**src/rtl/tcpu_pkg.sv**
```systemverilog
// Shared constants and types for the two-byte processor core.
// Assumes 8-bit data and addresses and four general registers.
package tcpu_pkg;
    localparam int DATA_W = 8;
    localparam int NREG   = 4;
    localparam int RIDX_W = $clog2(NREG);
    localparam int INSN_W = 2 * DATA_W;

    typedef enum logic [3:0] {
        OPC_STOP  = 4'h0,
        OPC_LOAD  = 4'h1,
        OPC_ADD   = 4'h2,
        OPC_STORE = 4'h3,
        OPC_JMP   = 4'hB,
        OPC_JEQ   = 4'hC
    } opc_e;

    typedef enum logic [2:0] {
        S_FETCH0,
        S_FETCH1,
        S_DECODE,
        S_EXEC,
        S_MEMRD,
        S_STOPPED
    } state_e;

    typedef struct packed {
        logic              do_load;
        logic              do_store;
        logic              do_add;
        logic              do_jmp;
        logic              do_jeq;
        logic              do_stop;
        logic [RIDX_W-1:0] src_a;
        logic [RIDX_W-1:0] src_b;
        logic [RIDX_W-1:0] dst;
    } ctl_t;
endpackage

```
**src/rtl/tcpu_decode.sv**
```systemverilog
// Instruction decoder: turns the 16-bit instruction word into one-hot
// operation flags and register indices. Assumes register fields hold 1..4
// (load/store/add) or packed 2-bit indices (jump-if-equal). Unknown opcodes
// decode as stop.
module tcpu_decode
    import tcpu_pkg::*;
(
    input  logic [INSN_W-1:0] insn,
    output ctl_t              ctl
);
    logic [3:0] opc;
    assign opc = insn[15:12];

    // Field extraction and opcode classification.
    always_comb begin
        ctl          = '0;
        ctl.src_a    = RIDX_W'(insn[11:8] - 4'd1);
        ctl.src_b    = RIDX_W'(insn[7:4] - 4'd1);
        ctl.dst      = RIDX_W'(insn[3:0] - 4'd1);
        unique case (opc)
            OPC_LOAD:  begin ctl.do_load  = 1'b1; ctl.dst = RIDX_W'(insn[11:8] - 4'd1); end
            OPC_STORE: ctl.do_store = 1'b1;
            OPC_ADD:   ctl.do_add   = 1'b1;
            OPC_JMP:   ctl.do_jmp   = 1'b1;
            OPC_JEQ:   begin
                ctl.do_jeq = 1'b1;
                ctl.src_a  = insn[11:10];
                ctl.src_b  = insn[9:8];
            end
            default:   ctl.do_stop  = 1'b1;
        endcase
    end
endmodule

```
**src/rtl/tcpu_regfile.sv**
```systemverilog
// General register file: NREG registers, two combinational read ports for
// execution, one for test read-back, one synchronous write port.
// Assumes synchronous active-low reset clears every register.
module tcpu_regfile
    import tcpu_pkg::*;
(
    input  logic              clk,
    input  logic              rst_n,
    input  logic              wr_en,
    input  logic [RIDX_W-1:0] wr_idx,
    input  logic [DATA_W-1:0] wr_val,
    input  logic [RIDX_W-1:0] rd_a_idx,
    input  logic [RIDX_W-1:0] rd_b_idx,
    input  logic [RIDX_W-1:0] rd_t_idx,
    output logic [DATA_W-1:0] rd_a_val,
    output logic [DATA_W-1:0] rd_b_val,
    output logic [DATA_W-1:0] rd_t_val
);
    logic [DATA_W-1:0] cells_q [NREG];

    for (genvar g = 0; g < NREG; g++) begin : g_cell
        // Hold one register; load it when addressed by the write port.
        always_ff @(posedge clk) begin
            if (!rst_n)
                cells_q[g] <= '0;
            else if (wr_en && wr_idx == RIDX_W'(g))
                cells_q[g] <= wr_val;
        end
    end

    assign rd_a_val = cells_q[rd_a_idx];
    assign rd_b_val = cells_q[rd_b_idx];
    assign rd_t_val = cells_q[rd_t_idx];

    // a write lands in exactly the addressed register.
    a_r9_write_lands: assert property (@(posedge clk) disable iff (!rst_n)
        wr_en |=> cells_q[$past(wr_idx)] == $past(wr_val));
endmodule

```
**src/rtl/tcpu_alu.sv**
```systemverilog
// Arithmetic unit: wrapping adder and equality compare for the core.
// Assumes unsigned operands of W bits; carry out is discarded.
module tcpu_alu #(
    parameter int W = 8
) (
    input  logic [W-1:0] opa,
    input  logic [W-1:0] opb,
    output logic [W-1:0] sum,
    output logic         same
);
    // Modulo-2^W sum and equality flag.
    always_comb begin
        sum  = opa + opb;
        same = (opa == opb);
    end
endmodule

```
**src/rtl/tiny_cpu_core.sv**
```systemverilog
// Multi-cycle two-byte stored-program core. Walks fetch0, fetch1, decode,
// execute and (loads only) a read-data state. Assumes a synchronous memory
// whose read data appears one cycle after the address.
module tiny_cpu_core
    import tcpu_pkg::*;
(
    input  logic              clk,
    input  logic              rst_n,
    output logic [DATA_W-1:0] mem_addr,
    output logic [DATA_W-1:0] mem_wdata,
    output logic              mem_we,
    input  logic [DATA_W-1:0] mem_rdata,
    output logic              halted,
    output logic [DATA_W-1:0] pc,
    input  logic [RIDX_W-1:0] dbg_sel,
    output logic [DATA_W-1:0] dbg_data
);
    state_e            st_q, st_d;
    logic [DATA_W-1:0] pc_q;
    logic [INSN_W-1:0] ir_q;
    logic              stop_q;
    ctl_t              ctl;
    logic [DATA_W-1:0] va, vb, sum;
    logic              same;
    logic              rf_we;
    logic [RIDX_W-1:0] rf_widx;
    logic [DATA_W-1:0] rf_wval;
    logic [DATA_W-1:0] tgt;

    assign tgt = ir_q[DATA_W-1:0];

    tcpu_decode u_dec (.insn(ir_q), .ctl(ctl));

    tcpu_regfile u_rf (
        .clk(clk), .rst_n(rst_n),
        .wr_en(rf_we), .wr_idx(rf_widx), .wr_val(rf_wval),
        .rd_a_idx(ctl.src_a), .rd_b_idx(ctl.src_b), .rd_t_idx(dbg_sel),
        .rd_a_val(va), .rd_b_val(vb), .rd_t_val(dbg_data)
    );

    tcpu_alu #(.W(DATA_W)) u_alu (.opa(va), .opb(vb), .sum(sum), .same(same));

    // Register-file write source: add result in execute, memory byte for loads.
    always_comb begin
        rf_we   = (st_q == S_EXEC && ctl.do_add) || (st_q == S_MEMRD);
        rf_widx = ctl.dst;
        rf_wval = (st_q == S_MEMRD) ? mem_rdata : sum;
    end

    // Memory port drive per state.
    always_comb begin
        mem_addr  = pc_q;
        mem_wdata = va;
        mem_we    = 1'b0;
        unique case (st_q)
            S_FETCH1: mem_addr = pc_q + DATA_W'(1);
            S_EXEC:   begin
                mem_addr = tgt;
                mem_we   = ctl.do_store;
            end
            default:  mem_addr = pc_q;
        endcase
    end

    // Next-state selection of the instruction walk.
    always_comb begin
        st_d = st_q;
        unique case (st_q)
            S_FETCH0:  st_d = S_FETCH1;
            S_FETCH1:  st_d = S_DECODE;
            S_DECODE:  st_d = S_EXEC;
            S_EXEC:    st_d = ctl.do_stop ? S_STOPPED : (ctl.do_load ? S_MEMRD : S_FETCH0);
            S_MEMRD:   st_d = S_FETCH0;
            default:   st_d = S_STOPPED;
        endcase
    end

    // State, program counter, instruction register and stop flag.
    always_ff @(posedge clk) begin
        if (!rst_n) begin
            st_q   <= S_FETCH0;
            pc_q   <= '0;
            ir_q   <= '0;
            stop_q <= 1'b0;
        end else begin
            st_q <= st_d;
            if (st_q == S_FETCH1)
                ir_q[INSN_W-1:DATA_W] <= mem_rdata;
            if (st_q == S_DECODE) begin
                ir_q[DATA_W-1:0] <= mem_rdata;
                pc_q             <= pc_q + DATA_W'(2);
            end
            if (st_q == S_EXEC) begin
                if (ctl.do_jmp || (ctl.do_jeq && same))
                    pc_q <= tgt;
                if (ctl.do_stop)
                    stop_q <= 1'b1;
            end
        end
    end

    assign halted = stop_q;
    assign pc     = pc_q;

    // once stopped, the core stays stopped.
    a_r8_stop_sticky: assert property (@(posedge clk) disable iff (!rst_n)
        halted |=> halted);
    // the program counter is frozen while stopped.
    a_r8_pc_frozen: assert property (@(posedge clk) disable iff (!rst_n)
        halted |=> $stable(pc));
    // no memory writes while stopped.
    a_r8_no_write: assert property (@(posedge clk) disable iff (!rst_n)
        halted |-> !mem_we);
    // decode advances the program counter by two.
    a_r2_pc_step: assert property (@(posedge clk) disable iff (!rst_n)
        (st_q == S_DECODE) |=> pc == $past(pc) + DATA_W'(2));
    // an unconditional jump takes the second instruction byte.
    a_r6_jump_target: assert property (@(posedge clk) disable iff (!rst_n)
        (st_q == S_EXEC && ctl.do_jmp) |=> pc == $past(tgt));
    // exactly one operation is decoded at execute.
    a_r9_one_op: assert property (@(posedge clk) disable iff (!rst_n)
        (st_q == S_EXEC) |-> $onehot({ctl.do_load, ctl.do_store, ctl.do_add,
                                      ctl.do_jmp, ctl.do_jeq, ctl.do_stop}));
endmodule

```
**config.mk**
```make
export PLATFORM = sky130hd
export DESIGN_NAME = tiny_cpu_core
export DESIGN_NICKNAME = d
export VERILOG_FILES = /design/src/rtl/tcpu_pkg.sv /design/src/rtl/tcpu_decode.sv /design/src/rtl/tcpu_regfile.sv /design/src/rtl/tcpu_alu.sv /design/src/rtl/tiny_cpu_core.sv
export SDC_FILE = /design/constraint.sdc
export NUM_CORES = 1
export LEC_CHECK = 0
export ABC_AREA = 1
export BUFFER_PORTS_ARGS = -buffer_cell sky130_fd_sc_hd__buf_4
export CAP_MARGIN = 20
export CORE_ASPECT_RATIO = 0.75
export CORE_MARGIN = 4
export CORE_UTILIZATION = 60
export CTS_BUF_LIST = sky130_fd_sc_hd__clkbuf_4
export DETAILED_ROUTE_END_ITERATION = 7
export PLACE_DENSITY = 0.81
export SLEW_MARGIN = 20
export SYNTH_ARGS = -nofsm -noshare
export SYNTH_HDL_FRONTEND = slang
export SYNTH_HIERARCHICAL = 1
export SYNTH_SLANG_ARGS = --single-unit
```
**constraint.sdc**
```tcl
create_clock -name clk -period 5.35 [get_ports clk]
set_clock_uncertainty 0.2 [all_clocks]
set_input_delay 1.07 -clock clk [delete_from_list [all_inputs] [get_ports clk]]
set_output_delay 1.07 -clock clk [all_outputs]
set_load 0.02 [all_outputs]
```
==> results of run 1 <==
[logic make-up (layout without fill, tap and decap cells)]
family                     count (synthesis)  in the layout  share of synthesized area, %
muxes                                      5              5                          1.29
xor gates and xnor gates                   4              4                         0.804
adders and majority gates                 11             11                          3.33
buffers and inverters                    130            172                          12.8
and+or+nand+nor                          389            389                          39.0
DFF                                       60             60                          34.9
AOI/OAI and AO/OA                         64             64                          7.84
[layout make-up]
cell class                 instances  share of cell area, %
clock buffer                       9                   1.39
tap                               98                   2.53
clock inverter                     7                   2.04
multi-input combinational        473                   47.0
sequential                        60                   31.4
inverter                         111                   8.62
timing repair buffer              45                   6.97
[worst max-delay path: stages, from the launching register on]
cell     delay [ns]
dfxtp_1        0.43
nand2_1        0.07
inv_1          0.17
nand3_1        0.10
nand2_1        0.48
inv_2          0.29
nand2_1        0.13
nand3_1        0.08
nand2_1        0.15
ha_1           0.19
inv_1          0.05
fa_1           0.40
inv_1          0.07
nand2_1        0.05
nand2_1        0.08
nand3_1        0.09
nand3_1        0.08
nand2_1        0.08
mux2_2         0.27
inv_1          0.14
nor2_1         0.08
[metal layers]
metal	up-vias	routed length, um
met3	19	1910
li1	2159	-
met5	-	0
met2	310	5410
met1	2070	5950
met4	0	191
[flip-flops by register name (all words and copies together), names as in the netlist]
name / flops
st_q: 3
halted: 1
pc: 8
u_rf/cells_q: 32
ir_q: 16
[cells in the mapped netlist, drive strengths merged, types with 3 or more instances]
library cell / n
o211ai: 4
mux2: 5
nor3: 5
or2: 3
ha: 10
inv: 109
o21ai: 30
edfxtp: 32
a21oi: 27
nand2: 240
nand4: 4
nor2: 59
nand3: 76
buf: 17
dfxtp: 28
[path summary, 6_finish.rpt]
kind / endpoint / cells after the start / startpoint / slack [ns]
worst min register to register: halted / 2 / halted / 0.27
worst min-delay path: halted / 2 / halted / 0.27
worst max-delay path: u_rf/cells_q[0][6] / 20 / ir_q[15] / 1.43
worst max register to register: u_rf/cells_q[0][6] / 20 / ir_q[15] / 1.43
[power by group]
part / internal, W / switching [W] / total [W]
Sequential: 0.000510 / 0.0000238 / 0.000534
Clock: 0.000192 / 0.000191 / 0.000384
Combinational: 0.000206 / 0.000448 / 0.000655
[metrics by stage]
step | cells | hold slack (ns) | utilization (%)
after floorplan | 663 | 0.244 | -
after global placement | 787 | 0.240 | 67.5
after detailed placement | 787 | 0.252 | 67.5
after CTS | 803 | 0.269 | 69.9
after global routing | 803 | 0.308 | 69.9
final | 803 | 0.268 | 69.9
==> impl_metrics.env, run 1 <==
export IMPL_status="complete, no violations"
export IMPL_wirelength_um=13500
export IMPL_fin_crit_sh_pct=73.2
export IMPL_vias=4558
export IMPL_std_cell_rows=26
export IMPL_hpwl_um=10100
export IMPL_syn_instance_count=663
export IMPL_use_met1_pct=49.9
export IMPL_cts_max_level=3
export IMPL_wl_per_cell_um=16.8
export IMPL_io_buffer_count=45
export IMPL_synth_avg_cell_area_sq_um=6.57
export IMPL_synthesis_nets=686
export IMPL_use_met2_pct=44.1
export IMPL_worst_pin_slew_ns=0.624
export IMPL_final_common_cell="nand2_1"
export IMPL_seqCellArea_sq_mm=0.00152
export IMPL_synth_warning_count=6
export IMPL_fill_cells=630
export IMPL_final_hold_viol_count=0
export IMPL_die_area_sq_mm=0.00871
export IMPL_drc=0
export IMPL_layout_common_cells="nand2_1, inv_1, nand3_1"
export IMPL_nets=723
export IMPL_postPlaceCellArea_sq_mm=0.00468
export IMPL_dp_slack_ns=1.52
export IMPL_clk_path_buf_depth=2
export IMPL_critPathKind="flip-flop to flip-flop"
export IMPL_clockRootBuffer="clkbuf_4"
export IMPL_synth_area_sq_mm=0.00436
export IMPL_irDropWorstVdd_uv=221
export IMPL_path_max_fanout=17
export IMPL_final_area_sq_mm=0.00485
export IMPL_multi_input_area_sq_mm=0.00228
export IMPL_cp_required_ns=5.31
export IMPL_holdBufCountCts=0
export IMPL_cts_resized_gates=0
export IMPL_worstSetupEndpointType="flip-flop"
export IMPL_critPathArrivalTime_ns=3.88
export IMPL_fmax_mhz=255
export IMPL_firstDrtPassIters=6
export IMPL_powerDensity_mw_per_mm2=325
export IMPL_drt_iter0_markers=483
export IMPL_worst_hold_path_type="flip-flop to flip-flop"
export IMPL_start_util_pct=62.9
export IMPL_postRouteAntennaNets=0
export IMPL_ys_seq_area_share_pct=34.9
export IMPL_gr_total_overflow=0
export IMPL_fin_setup_tns_ns=0
export IMPL_area_growth_pct=11.2
export IMPL_synth_area_leaders="edfxtp_1, nand2_1, dfxtp_1"
export IMPL_routabilityCongestion=1.03
export IMPL_post_cts_setup_buffers=0
export IMPL_grt_max_degree=29
export IMPL_rsz0062_at_grt="no"
export IMPL_leakage_nw=2.49
export IMPL_grtUsageMet3_pct=9.19
export IMPL_power_w=0.00157
export IMPL_setup_viol=0
export IMPL_synth_flop_cell="edfxtp_1"
export IMPL_grt_pass1_wl_um=21600
export IMPL_clk_pin_slew_ns=0.12
export IMPL_drive_above_1_share_pct=13.3
export IMPL_die_h_um=81.8
export IMPL_cts_made_buffers=9
export IMPL_cp_start_kind="flip-flop"
export IMPL_slew_viol_final=0
export IMPL_antenna_cells=0
export IMPL_synth_area_leader_cell="edfxtp_1"
export IMPL_fin_ws_ns=1.43
export IMPL_grt_usage_pct=32.5
export IMPL_synth_edf_count=32
export IMPL_cts_tree="yes"
export IMPL_yosysTopAreaCellShare_pct=22.0
export IMPL_antenna_found_initial=0
export IMPL_period_minus_slack_ns=3.92
export IMPL_yosysUniqueCellTypes=37
export IMPL_clk_latency_ns=0.41
export IMPL_max_slew_margin_rel_pct=58.3
export IMPL_grt_busiest_layer="met1"
export IMPL_design_portCount=46
export IMPL_cts_sinks=60
export IMPL_async_reset_ff_share_pct=0
export IMPL_synth_seq_cells=60
export IMPL_via_per_inst=5.68
export IMPL_core_sq_mm=0.00693
export IMPL_grt_pass1_vias=4011
export IMPL_cap_violations=0
export IMPL_die_x_um=106
Power figures use the tool's default switching activity.
==> inputs of run 2 (changes only) <==
- CORE_UTILIZATION: 60 -> 56
- PLACE_DENSITY: 0.81 -> 0.8
- clock period: 5.35 -> 3.2 ns (I/O delays scaled with it)
==> run 2 against run 1 <==
  * Routed wire length is 4.0% higher
  * Sequential cell count stayed put
  * Maximum frequency is 25% higher
  * Clock-buffer cell count stayed put
  * Critical path type unchanged
  * Largest cell class unchanged
==> impl_metrics.env, run 2 (same netlist as run 1, synthesis figures left out) <==
export IMPL_cts_made_buffers=9
export IMPL_final_common_cell="nand2_1"
export IMPL_die_h_um=84.4
export IMPL_holdBufCountCts=0
export IMPL_wirelength_um=14000
export IMPL_clk_latency_ns=0.42
export IMPL_cts_tree="yes"
export IMPL_reg2reg_to="u_rf/cells_q[0][6]"
export IMPL_critPathArrivalTime_ns=3.10
export IMPL_routabilityCongestion=1.05
export IMPL_fin_setup_tns_ns=0
export IMPL_clk_pin_slew_ns=0.12
export IMPL_fin_crit_sh_pct=97.8
export IMPL_leakage_nw=2.57
export IMPL_dp_slack_ns=-0.0111
export IMPL_hold_depth=2
export IMPL_vias=4741
export IMPL_grt_pass1_wl_um=21300
export IMPL_nets=742
export IMPL_rsz0062_at_grt="yes"
export IMPL_gr_total_overflow=0
export IMPL_drt_iter0_markers=731
export IMPL_std_cell_rows=27
export IMPL_worst_hold_path_type="flip-flop to flip-flop"
export IMPL_start_util_pct=58.4
export IMPL_powerDensity_mw_per_mm2=532
export IMPL_fmax_mhz=320
export IMPL_io_buffer_count=45
export IMPL_fin_ws_ns=0.0714
export IMPL_antenna_found_initial=0
export IMPL_clk_path_buf_depth=2
export IMPL_grt_usage_pct=29.9
export IMPL_cts_max_level=3
export IMPL_area_growth_pct=16.8
export IMPL_wl_met3_um=1870
export IMPL_path_max_fanout=13
export IMPL_final_hold_viol_count=0
export IMPL_highest_layer="met4"
export IMPL_cp_required_ns=3.17
export IMPL_antenna_cells=0
export IMPL_hpwl_um=10500
export IMPL_dr_wl_met2_um=5770
export IMPL_grt_max_degree=29
export IMPL_cp_start_kind="flip-flop"
export IMPL_firstDrtPassIters=5
export IMPL_core_sq_mm=0.00747
export IMPL_max_slew_margin_rel_pct=65.2
export IMPL_setup_viol=0
export IMPL_via_per_inst=5.75
export IMPL_slew_viol_final=0
export IMPL_fin_util_pct=68.2
export IMPL_critPathSlowestCell="fa_2"
export IMPL_clockRootBuffer="clkbuf_4"
export IMPL_drive_above_1_share_pct=18.8
export IMPL_critPathKind="flip-flop to flip-flop"
export IMPL_crit_top_cell="nand2_1"
export IMPL_crit_start="ir_q[13]"
export IMPL_endpoint="u_rf/cells_q[0][6]"
export IMPL_worst_pin_slew_ns=0.518
export IMPL_top_register="u_rf/cells_q"
export IMPL_worstSetupEndpointType="flip-flop"
export IMPL_cap_violations=0
export IMPL_grt_pass1_vias=4110
export IMPL_r2r_cells=19
export IMPL_status="complete, no violations"
export IMPL_drt_met1_wl_um=6170
export IMPL_largest_register_ffs=32
export IMPL_layout_common_cells="nand2_1, inv_1, nand3_1"
export IMPL_power_w=0.00271
export IMPL_die_x_um=110
export IMPL_drc=0
export IMPL_r2r_start="ir_q[13]"
export IMPL_period_minus_slack_ns=3.13
export IMPL_wl_per_cell_um=17.0
export IMPL_r2r_setup_slack_ns=0.07
export IMPL_postRouteAntennaNets=0
export IMPL_design_portCount=46
export IMPL_slowest_delay_ns=0.40
export IMPL_irDropWorstVdd_uv=270
export IMPL_cts_sinks=60
export IMPL_die_area_sq_mm=0.00927
export IMPL_crit_path_cell_trace="nor2_4 -> nand2_4 -> nand2_1 -> nand2_2 -> buf_6 -> nand2_1 -> nand3_1 -> nand2_1 -> inv_1 -> fa_2 -> inv_1 -> nand2_1 -> nand2_1 -> nand3_1 -> nand3_1 -> nand2_1 -> mux2_2 -> inv_2 -> nor2_1"
## run 2: cell count changes in the layout (fill, tap and decap cells not counted), sizes merged
cell | previous run | this run
clkinvlp | 1 | 2
inv | 111 | 113
bufinv | 2 | 1
buf | 45 | 64
clkinv | 4 | 2
## run 2: cell type report
cell class | count | area, sq um
clock inverter | 7 | 80.1
multi-input combinational | 473 | 2370
inverter | 111 | 423
sequential | 60 | 1520
fill | 633 | 2380
tap | 101 | 126
timing repair buffer | 64 | 500
clock buffer | 9 | 67.6
## run 2: worst min path at each step
stage	endpoint	startpoint	slack, ns
after floorplan	ir_q[11]	ir_q[11]	0.24
after global placement	halted	halted	0.24
after detailed placement	halted	halted	0.26
after CTS	halted	halted	0.28
after global routing	ir_q[15]	mem_rdata[7]	0.29
final	halted	halted	0.27
## run 2: timing repair
action | CTS | global route
pin swaps | 0 | 4
resized for setup | 3 | 26
buffers inserted | 0 | 5
setup endpoints to repair | 14 | 24
## run 2: metrics by stage
step                      area [sq um]  instances  hold slack, ns
after floorplan                   4360        663           0.244
after global placement            4800        804           0.245
after detailed placement          4800        804           0.258
after CTS                         4960        820           0.277
after global routing              5090        825           0.291
final                             5090        825           0.271
## run 2: layer usage
| metal | vias up | global-route usage, % |
|---|---|---|
| li1 | 2199 | - |
| met1 | 2190 | 47.7 |
| met2 | 327 | 39.7 |
| met3 | 25 | 7.92 |
| met4 | 0 | 6.46 |
| met5 | - | 0 |
## run 2: worst max-delay path: cells and delay by family, from the launching register on
kind,cells,cell delay (ns)
adders and majority gates,1,0.40
muxes,1,0.27
buffers and inverters,4,0.41
DFF,1,0.36
and+or+nand+nor,13,1.23
## run 2: power by group
group          switching, W  total, W  leakage, nW  internal, W
clock              0.000333  0.000582       0.0740     0.000248
combinational      0.000802   0.00123         1.94     0.000430
sequential        0.0000378  0.000892        0.560     0.000854
